--- config.mk ---
export PLATFORM = sky130hd
export DESIGN_NAME = pwc_timer
export DESIGN_NICKNAME = d
export VERILOG_FILES = /design/src/rtl/pwc_pkg.sv /design/src/rtl/pwc_sync_edge.sv /design/src/rtl/pwc_ctrl.sv /design/src/rtl/pwc_counter.sv /design/src/rtl/pwc_capture.sv /design/src/rtl/pwc_timer.sv
export SDC_FILE = /design/constraint.sdc
export NUM_CORES = 1
export LEC_CHECK = 0
export CORE_AREA = 3 3 79 81
export DETAILED_ROUTE_END_ITERATION = 6
export DIE_AREA = 0 0 82 84
export GPL_ROUTABILITY_DRIVEN = 0
export GPL_TIMING_DRIVEN = 0
export PLACE_DENSITY = 0.69
export SYNTH_ARGS = -nofsm -noshare
export SYNTH_HDL_FRONTEND = slang
export SYNTH_SLANG_ARGS = --single-unit
--- constraint.sdc ---
create_clock -name clk -period 3.15 [get_ports clk]
set_input_delay 0.63 -clock clk [delete_from_list [all_inputs] [get_ports clk]]
set_output_delay 0.63 -clock clk [all_outputs]
set_load 0.005 [all_outputs]
--- src/rtl/pwc_pkg.sv ---
package pwc_pkg;

  typedef enum logic [1:0] {
    EDGE_NONE = 2'b00,
    EDGE_RISE = 2'b01,
    EDGE_FALL = 2'b10,
    EDGE_BOTH = 2'b11
  } edge_sel_e;

  // Decide whether the detected edges qualify for a capture.
  function automatic logic capture_hit(input logic [1:0] sel, input logic rise, input logic fall);
    return (sel[0] & rise) | (sel[1] & fall);
  endfunction

endpackage

--- src/rtl/pwc_sync_edge.sv ---
module pwc_sync_edge #(
  parameter int STAGES = 2
) (
  input  logic clk,
  input  logic rst_n,
  input  logic din,
  output logic rise,
  output logic fall
);
  localparam int LAST = STAGES - 1;

  logic [STAGES-1:0] sync_q;
  logic              prev_q;

  generate
    if (STAGES == 1) begin : g_single
      always_ff @(posedge clk or negedge rst_n) begin
        if (!rst_n) sync_q <= '0;
        else        sync_q <= din;
      end
    end else begin : g_chain
      always_ff @(posedge clk or negedge rst_n) begin
        if (!rst_n) sync_q <= '0;
        else        sync_q <= {sync_q[STAGES-2:0], din};
      end
    end
  endgenerate

  always_ff @(posedge clk or negedge rst_n) begin
    if (!rst_n) prev_q <= 1'b0;
    else        prev_q <= sync_q[LAST];
  end

  assign rise = sync_q[LAST] & ~prev_q;
  assign fall = ~sync_q[LAST] & prev_q;
endmodule

--- src/rtl/pwc_ctrl.sv ---
module pwc_ctrl (
  input  logic clk,
  input  logic rst_n,
  input  logic start,
  input  logic arm,
  input  logic repeat_mode,
  input  logic rise,
  input  logic hit,
  output logic running,
  output logic armed,
  output logic load_now,
  output logic clear_now
);
  logic run_d, arm_d;

  assign clear_now = start | arm;
  assign load_now  = rise & (running | armed) & ~clear_now;

  always_comb begin
    run_d = running;
    arm_d = armed;
    if (start) begin
      run_d = 1'b1;
      arm_d = 1'b0;
    end else if (arm) begin
      run_d = 1'b0;
      arm_d = 1'b1;
    end else begin
      if (armed && rise) begin
        run_d = 1'b1;
        arm_d = 1'b0;
      end
      if (running && hit && !repeat_mode) run_d = 1'b0;
    end
  end

  always_ff @(posedge clk or negedge rst_n) begin
    if (!rst_n) begin
      running <= 1'b0;
      armed   <= 1'b0;
    end else begin
      running <= run_d;
      armed   <= arm_d;
    end
  end
endmodule

--- src/rtl/pwc_counter.sv ---
module pwc_counter #(
  parameter int CNT_W = 16
) (
  input  logic             clk,
  input  logic             rst_n,
  input  logic             clear_now,
  input  logic             load_now,
  input  logic             running,
  input  logic [CNT_W-1:0] load_val,
  input  logic             ovf_clr,
  output logic [CNT_W-1:0] count,
  output logic             ovf,
  output logic             sat
);
  localparam logic [CNT_W-1:0] ONE = CNT_W'(1);

  // The edge cycle itself counts, unless the limit is zero.
  function automatic logic [CNT_W-1:0] first_val(input logic [CNT_W-1:0] lim);
    return (lim == '0) ? '0 : ONE;
  endfunction

  function automatic logic [CNT_W-1:0] step(input logic [CNT_W-1:0] cur, input logic [CNT_W-1:0] lim);
    return (cur >= lim) ? cur : cur + ONE;
  endfunction

  logic [CNT_W-1:0] count_d;
  logic             ovf_set;

  assign sat     = running & ~load_now & ~clear_now & (count >= load_val);
  assign ovf_set = sat;

  always_comb begin
    count_d = count;
    if (clear_now)    count_d = '0;
    else if (load_now) count_d = first_val(load_val);
    else if (running)  count_d = step(count, load_val);
  end

  always_ff @(posedge clk or negedge rst_n) begin
    if (!rst_n) begin
      count <= '0;
      ovf   <= 1'b0;
    end else begin
      count <= count_d;
      ovf   <= ovf_set | (ovf & ~ovf_clr);
    end
  end
endmodule

--- src/rtl/pwc_capture.sv ---
module pwc_capture #(
  parameter int CNT_W = 16
) (
  input  logic             clk,
  input  logic             rst_n,
  input  logic             running,
  input  logic             rise,
  input  logic             fall,
  input  logic [1:0]       edge_sel,
  input  logic [CNT_W-1:0] count,
  output logic             hit,
  output logic [CNT_W-1:0] cap_val,
  output logic             cap_evt
);
  import pwc_pkg::*;

  assign hit = running & capture_hit(edge_sel, rise, fall);

  always_ff @(posedge clk or negedge rst_n) begin
    if (!rst_n) begin
      cap_val <= '0;
      cap_evt <= 1'b0;
    end else begin
      cap_evt <= hit;
      if (hit) cap_val <= count;
    end
  end
endmodule

--- src/rtl/pwc_timer.sv ---
module pwc_timer #(
  parameter int CNT_W       = 16,
  parameter int SYNC_STAGES = 2
) (
  input  logic             clk,
  input  logic             rst_n,
  input  logic             start,
  input  logic             arm,
  input  logic             repeat_mode,
  input  logic [1:0]       edge_sel,
  input  logic [CNT_W-1:0] load_val,
  input  logic             ovf_clr,
  input  logic             cap_in,
  output logic [CNT_W-1:0] cap_val,
  output logic             cap_evt,
  output logic [CNT_W-1:0] count,
  output logic             ovf,
  output logic             running
);
  // Named internal events, observed by the bound checker.
  logic rise_w, fall_w, hit_w, armed_w, load_w, clear_w, sat_w;

  pwc_sync_edge #(.STAGES(SYNC_STAGES)) u_sync (
    .clk(clk), .rst_n(rst_n), .din(cap_in), .rise(rise_w), .fall(fall_w)
  );

  pwc_ctrl u_ctrl (
    .clk(clk), .rst_n(rst_n), .start(start), .arm(arm),
    .repeat_mode(repeat_mode), .rise(rise_w), .hit(hit_w),
    .running(running), .armed(armed_w), .load_now(load_w), .clear_now(clear_w)
  );

  pwc_counter #(.CNT_W(CNT_W)) u_cnt (
    .clk(clk), .rst_n(rst_n), .clear_now(clear_w), .load_now(load_w),
    .running(running), .load_val(load_val), .ovf_clr(ovf_clr),
    .count(count), .ovf(ovf), .sat(sat_w)
  );

  pwc_capture #(.CNT_W(CNT_W)) u_cap (
    .clk(clk), .rst_n(rst_n), .running(running), .rise(rise_w), .fall(fall_w),
    .edge_sel(edge_sel), .count(count), .hit(hit_w),
    .cap_val(cap_val), .cap_evt(cap_evt)
  );
endmodule

# --- Yosys cells after proc, flatten, opt, wreduce, memory -nomap -nowiden ---
# Index checks and enable logic that the tools add are counted.
totals:
  register_bits: 39
  inputBits: 25
  output_inout_bits: 35
  word_cells: 52
classes:
  add_sub_neg: 1
  order_cmp: 1
  eq_ne: 1
  muxes: 12
  bitwise: 20
  reduce_logical: 9
op_table:
  columns: ["operator", "count"]
  rows:
  - ["2-to-1 mux 16 bit", 4]
  - ["adder 16 x 1 -> 16 bit, second input constant", 1]
  - ["greater-or-equal comparator 16 bit", 1]
  - ["logical NOT 16 bit", 1]
  - ["bitwise AND 1 bit", 11]
  - ["2-to-1 mux 1 bit", 8]
  - ["nonzero test 3 bit", 2]
  - ["NOT 1 bit", 5]
  - ["bitwise OR 1 bit", 4]
  - ["nonzero test 4 bit", 1]
  - ["logical AND 1 bit", 3]
  - ["!= test 3 x 1 -> 1 bit, second input constant", 1]
  - ["AND reduction 2 bit", 1]
  - ["logical NOT 1 bit", 1]

# --- Logic depth before layout (Yosys ltp) ---
logic_depth:
  depth_word: 10
  ltp_mapped: 9
  mapped_depth_nobuf: 8

# --- By module ---
# Synthesis repeated with hierarchy kept, for this count alone.
unflattened:
  cells_unflattened: 238
  hier_area_um2: 2389.8
by_module_without_submodules:
  columns: ["mod", "instances", "cells_each", "area_each_um2", "seq_area_each_um2"]
  rows:
  - ["pwc_counter", 1, 185, 1485.2, 425.4]
  - ["pwc_capture", 1, 37, 700.7, 425.4]
  - ["pwc_ctrl", 1, 11, 113.9, 50.0]
  - ["pwc_sync_edge", 1, 5, 90.1, 75.1]

# --- Least setup slack after synthesis ---
# No wires, ideal clock.
synth_path:
  kind: "input -> register"
  startpoint: "input load_val[0]"
  endpoint: "register u_cnt.count[0]"
  setup_ns: 0.096
  arrival_time_ns: 2.359
  required_ns: 3.054
  path_slack_ns: 0.695
  stages: 7
  n_path_buf: 0
  cell_sequence: "ha_1 nand2b_1 a2111o_1 a31oi_2 nand2_1 or3_1 a311oi_2"
synth_via:
  elab_chain_cells: 4
  elab_cells_between_ends: 7
  classes_between: "order compare: 1; eq/ne: 1; mux: 3; reduce/logical: 2"
synth_rtl:
  columns: ["item", "line", "source"]
  rows:
  - ["start, declared", "pwc_timer.sv:11", "input logic [CNT_W-1:0] load_val,"]
  - ["branches (longest 4 deep; another with greater-or-equal comparator 16 bit)", null, null]
  - ["end signal, assigned", "pwc_counter.sv:44", "count <= count_d;"]
  - ["end, declared", "pwc_counter.sv:11", "output logic [CNT_W-1:0] count,"]
# Several ways; the timed one is not identified.
# A chain may end at the register's enable or synchronous reset.

# --- Worst setup path after layout ---
layout_path:
  startpoint: "input load_val[0]"
  endpoint: "register u_cnt.count[8]"
layout_via:
  elab_chain_cells: 3
layout_rtl:
  columns: ["item", "line", "source"]
  rows:
  - ["greater-or-equal comparator 16 bit", "pwc_counter.sv:23", "return (cur >= lim) ? cur : cur + ONE;"]
  - ["!= test 3 x 1 -> 1 bit (no line)", null, null]
  - ["AND reduction 2 bit (no line)", null, null]
# Every way passes these cells.

==> results.cfg <==
[power]
power_frac_seq_pct = 48.0
clock_power_share_pct = 41.2
power_frac_comb_pct = 10.8
switchingPower_uw = 252
power_mw = 1.07
p_int_uw = 821
swShare_pct = 23.5
ir_drop_mv = 0.158
powerDensity_nw_per_um2 = 358
p_leak_nw = 1.31

[worst_setup_path]
crit_chain = clkdlybuf4s50_1 > ha_1 > nand2b_1 > a2111o_1 > a31oi_2 > nand3b_1 > clkbuf_1 > o211ai_1 > o31ai_1
worstPathArrival_ns = 3.01
crit_fanout = 10
r2r_end = u_cnt.count[8]$_DFFE_PN0P_
path_delay_family = compound AO/OA/AOI/OAI gates
end_kind = flop
worstSetupStartpointType = primary input
r2r-start = u_cnt.count[0]$_DFFE_PN0P_
path_class = in -> reg
max_stage_delay_ns = 0.44
cp_num_buf_inv = 2
crit_slowest_cell = clkdlybuf4s50_1
worstPathRequired_ns = 3.31
cp-startpoint = load_val[0]
reg2reg_depth = 9
reg2reg_slack_ns = 0.49

[routing]
dr_wl_met2_mm = 2.42
wl_per_cell_um = 15.8
routed_wl_mm = 5.61
vias_per_cell = 5.30
drc = 0
highest_layer = met4
vias = 1877
first_pass_iters = 4
drt_first_iter_violations = 118
wl_met1_mm = 2.77
postRouteAntennaNets = 0
route.met3.wl_um = 323

[grt]
grt-ovfl-total = 0
grt_max_degree = 40
grt_pass1_vias = 1867
antenna_found_initial = 0
grt_pass1_wl_mm = 9.40
grt_usage_pct = 17.6

[synth]
synthFlopType = dfrtp_1
postSynthCellCount = 215
syn_area_um2 = 2200
avgSynthCellArea_um2 = 10.2
async_flop_share_pct = 100
yosysUniqueCellTypes = 40
syn_nets = 257
synth_warnings = 0
ys_seq_area_share_pct = 44.4
ys_ff_latch = 39
synth_edf_count = 0

[finish]
drive_above_1_share_pct = 13.1
fin_util_pct = 54.0
most-common-layout-cells = clkdlybuf4s50_1, dfrtp_1, inv_1
n_fill_cell = 515
fin_nets = 323
diodes = 0
syn_to_final_growth_pct = 36.1
final_common_cell = clkdlybuf4s50_1

[worst_hold_path]
hold_path_class = reg -> reg
hold-path-cell-count = 0
worstHoldStart = u_sync.sync_q[0]$_DFF_PN0_
worstHoldEndpoint = u_sync.sync_q[1]$_DFF_PN0_

[sta]
clock-skew-final_ns = 0.00452
max_freq_mhz = 351
setup_viol = 0
rsz0062_at_grt = false
tightest_slew_ns = 0.916
period_minus_slack_ns = 2.85
finalCritPeriodShare_pct = 90.6
finalSetupTns_ns = 0
slew_headroom_pct = 39.0
hold_viol = 0
slew_violations = 0

[clock_tree]
clock_path_buffers = 2
htree_levels = 2
clkSinkCount = 39
postCtsSetupRepairBufs = 0
path_clk_slew_ns = 0.08
cts-buffers-inserted = 5
cts-resized-gates = 0
ctsHoldBuffers = 0
clockRootBuffer = clkbuf_8
cts_tree = done
clock_latency_ns = 0.29

[floorplanning]
die_w_um = 82
ioPinCount = 60
die_h_um = 84
dieArea_um2 = 6890
core_area_um2 = 5540
rows = 27
start_util_pct = 39.7

[placement]
port_buffers = 59
hpwl_mm = 4.10

[job]
maxCapViolations = 0

[status]
status = finished clean
sequential cells by signal (all words and copies together), names as in the netlist:
name / count
u_cap.cap_val: 16
u_cnt.count: 16
u_sync.sync_q: 2
u_cap.cap_evt: 1
u_cnt.ovf: 1
u_ctrl.armed: 1
u_ctrl.running: 1
u_sync.prev_q: 1
synth_stat cells, drive strengths merged, types with 2 or more instances:
library cell | n | area [µm²]
o311ai | 2 | 17.5
nand3b | 3 | 22.5
inv | 22 | 82.6
or2 | 2 | 12.5
a31oi | 2 | 18.8
dfrtp | 39 | 976
mux2 | 14 | 158
nor4 | 5 | 37.5
nor3 | 3 | 15.0
ha | 17 | 213
nand4 | 5 | 31.3
nand2 | 18 | 67.6
nand3 | 9 | 67.6
nand2b | 3 | 18.8
o211ai | 10 | 75.1
o21ai | 8 | 40.0
a311oi | 2 | 23.8
nor2 | 8 | 30.0
or3 | 5 | 31.3
a21oi | 9 | 48.8
and3 | 3 | 21.3
clkbuf | 5 | 18.8
o31ai | 12 | 90.1
routing by layer:
metal,vias to the layer above,track usage [%]
li1,924,-
met1,887,25.9
met2,57,25.3
met3,9,3.78
met4,0,6.04
met5,-,0
area by class of cell:
cell class                      count  area (µm²)  area share (%)
Inverter                           22        82.6            2.76
Buffer                              5        18.8           0.627
Clock buffer                        6        82.6            2.76
Sequential cell                    39         976            32.6
Clock inverter                      2        35.0            1.17
Tap cell                           72        90.1            3.01
Multi-Input combinational cell    149        1120            37.5
Timing Repair Buffer               59         586            19.6
worst max path at each step:
| stage | endpoint | cells after the start |
|---|---|---|
| after floorplan | u_cnt.count[0]$_DFFE_PN0P_ | 7 |
| after global placement | u_cnt.count[3]$_DFFE_PN0P_ | 9 |
| after detailed placement | u_cnt.count[11]$_DFFE_PN0P_ | 8 |
| after CTS | u_cnt.count[11]$_DFFE_PN0P_ | 8 |
| after global routing | u_cnt.count[7]$_DFFE_PN0P_ | 10 |
| final | u_cnt.count[8]$_DFFE_PN0P_ | 9 |
power by group through the flow:
| stage | combinational [mW] | sequential (mW) | clock [mW] |
|---|---|---|---|
| 2_1_floorplan | 0.0480 | 0.524 | 0 |
| 3_3_place_gp | 0.116 | 0.524 | 0 |
| 3_5_place_dp | 0.117 | 0.525 | 0 |
| 4_1_cts | 0.118 | 0.515 | 0.456 |
| 5_1_grt | 0.132 | 0.516 | 0.478 |
| 6_report | 0.116 | 0.515 | 0.442 |
through the flow:
| stage | hold slack [ns] | setup WS (ns) | cells | cell area [µm²] |
|---|---|---|---|---|
| after floorplan | 0.331 | 0.695 | 215 | 2200 |
| after global placement | 0.334 | 0.0631 | 346 | 2880 |
| after detailed placement | 0.340 | 0.0296 | 346 | 2870 |
| after CTS | 0.359 | 0.331 | 354 | 2990 |
| after global routing | 0.368 | 0.103 | 354 | 2990 |
| final | 0.355 | 0.298 | 354 | 2990 |
kinds of logic (layout without fill, tap and decap cells):
group / after synthesis / after routing / synth area share, %
AO/OA/AOI/OAI: 50 / 50 / 16.4
adder cells (fa/ha/maj): 17 / 17 / 9.68
flip-flops: 39 / 39 / 44.4
multiplexers: 14 / 14 / 7.17
AND/OR/NAND/NOR: 68 / 68 / 17.8
buffers and inverters: 27 / 94 / 4.61
Power figures use the tool's default switching activity.
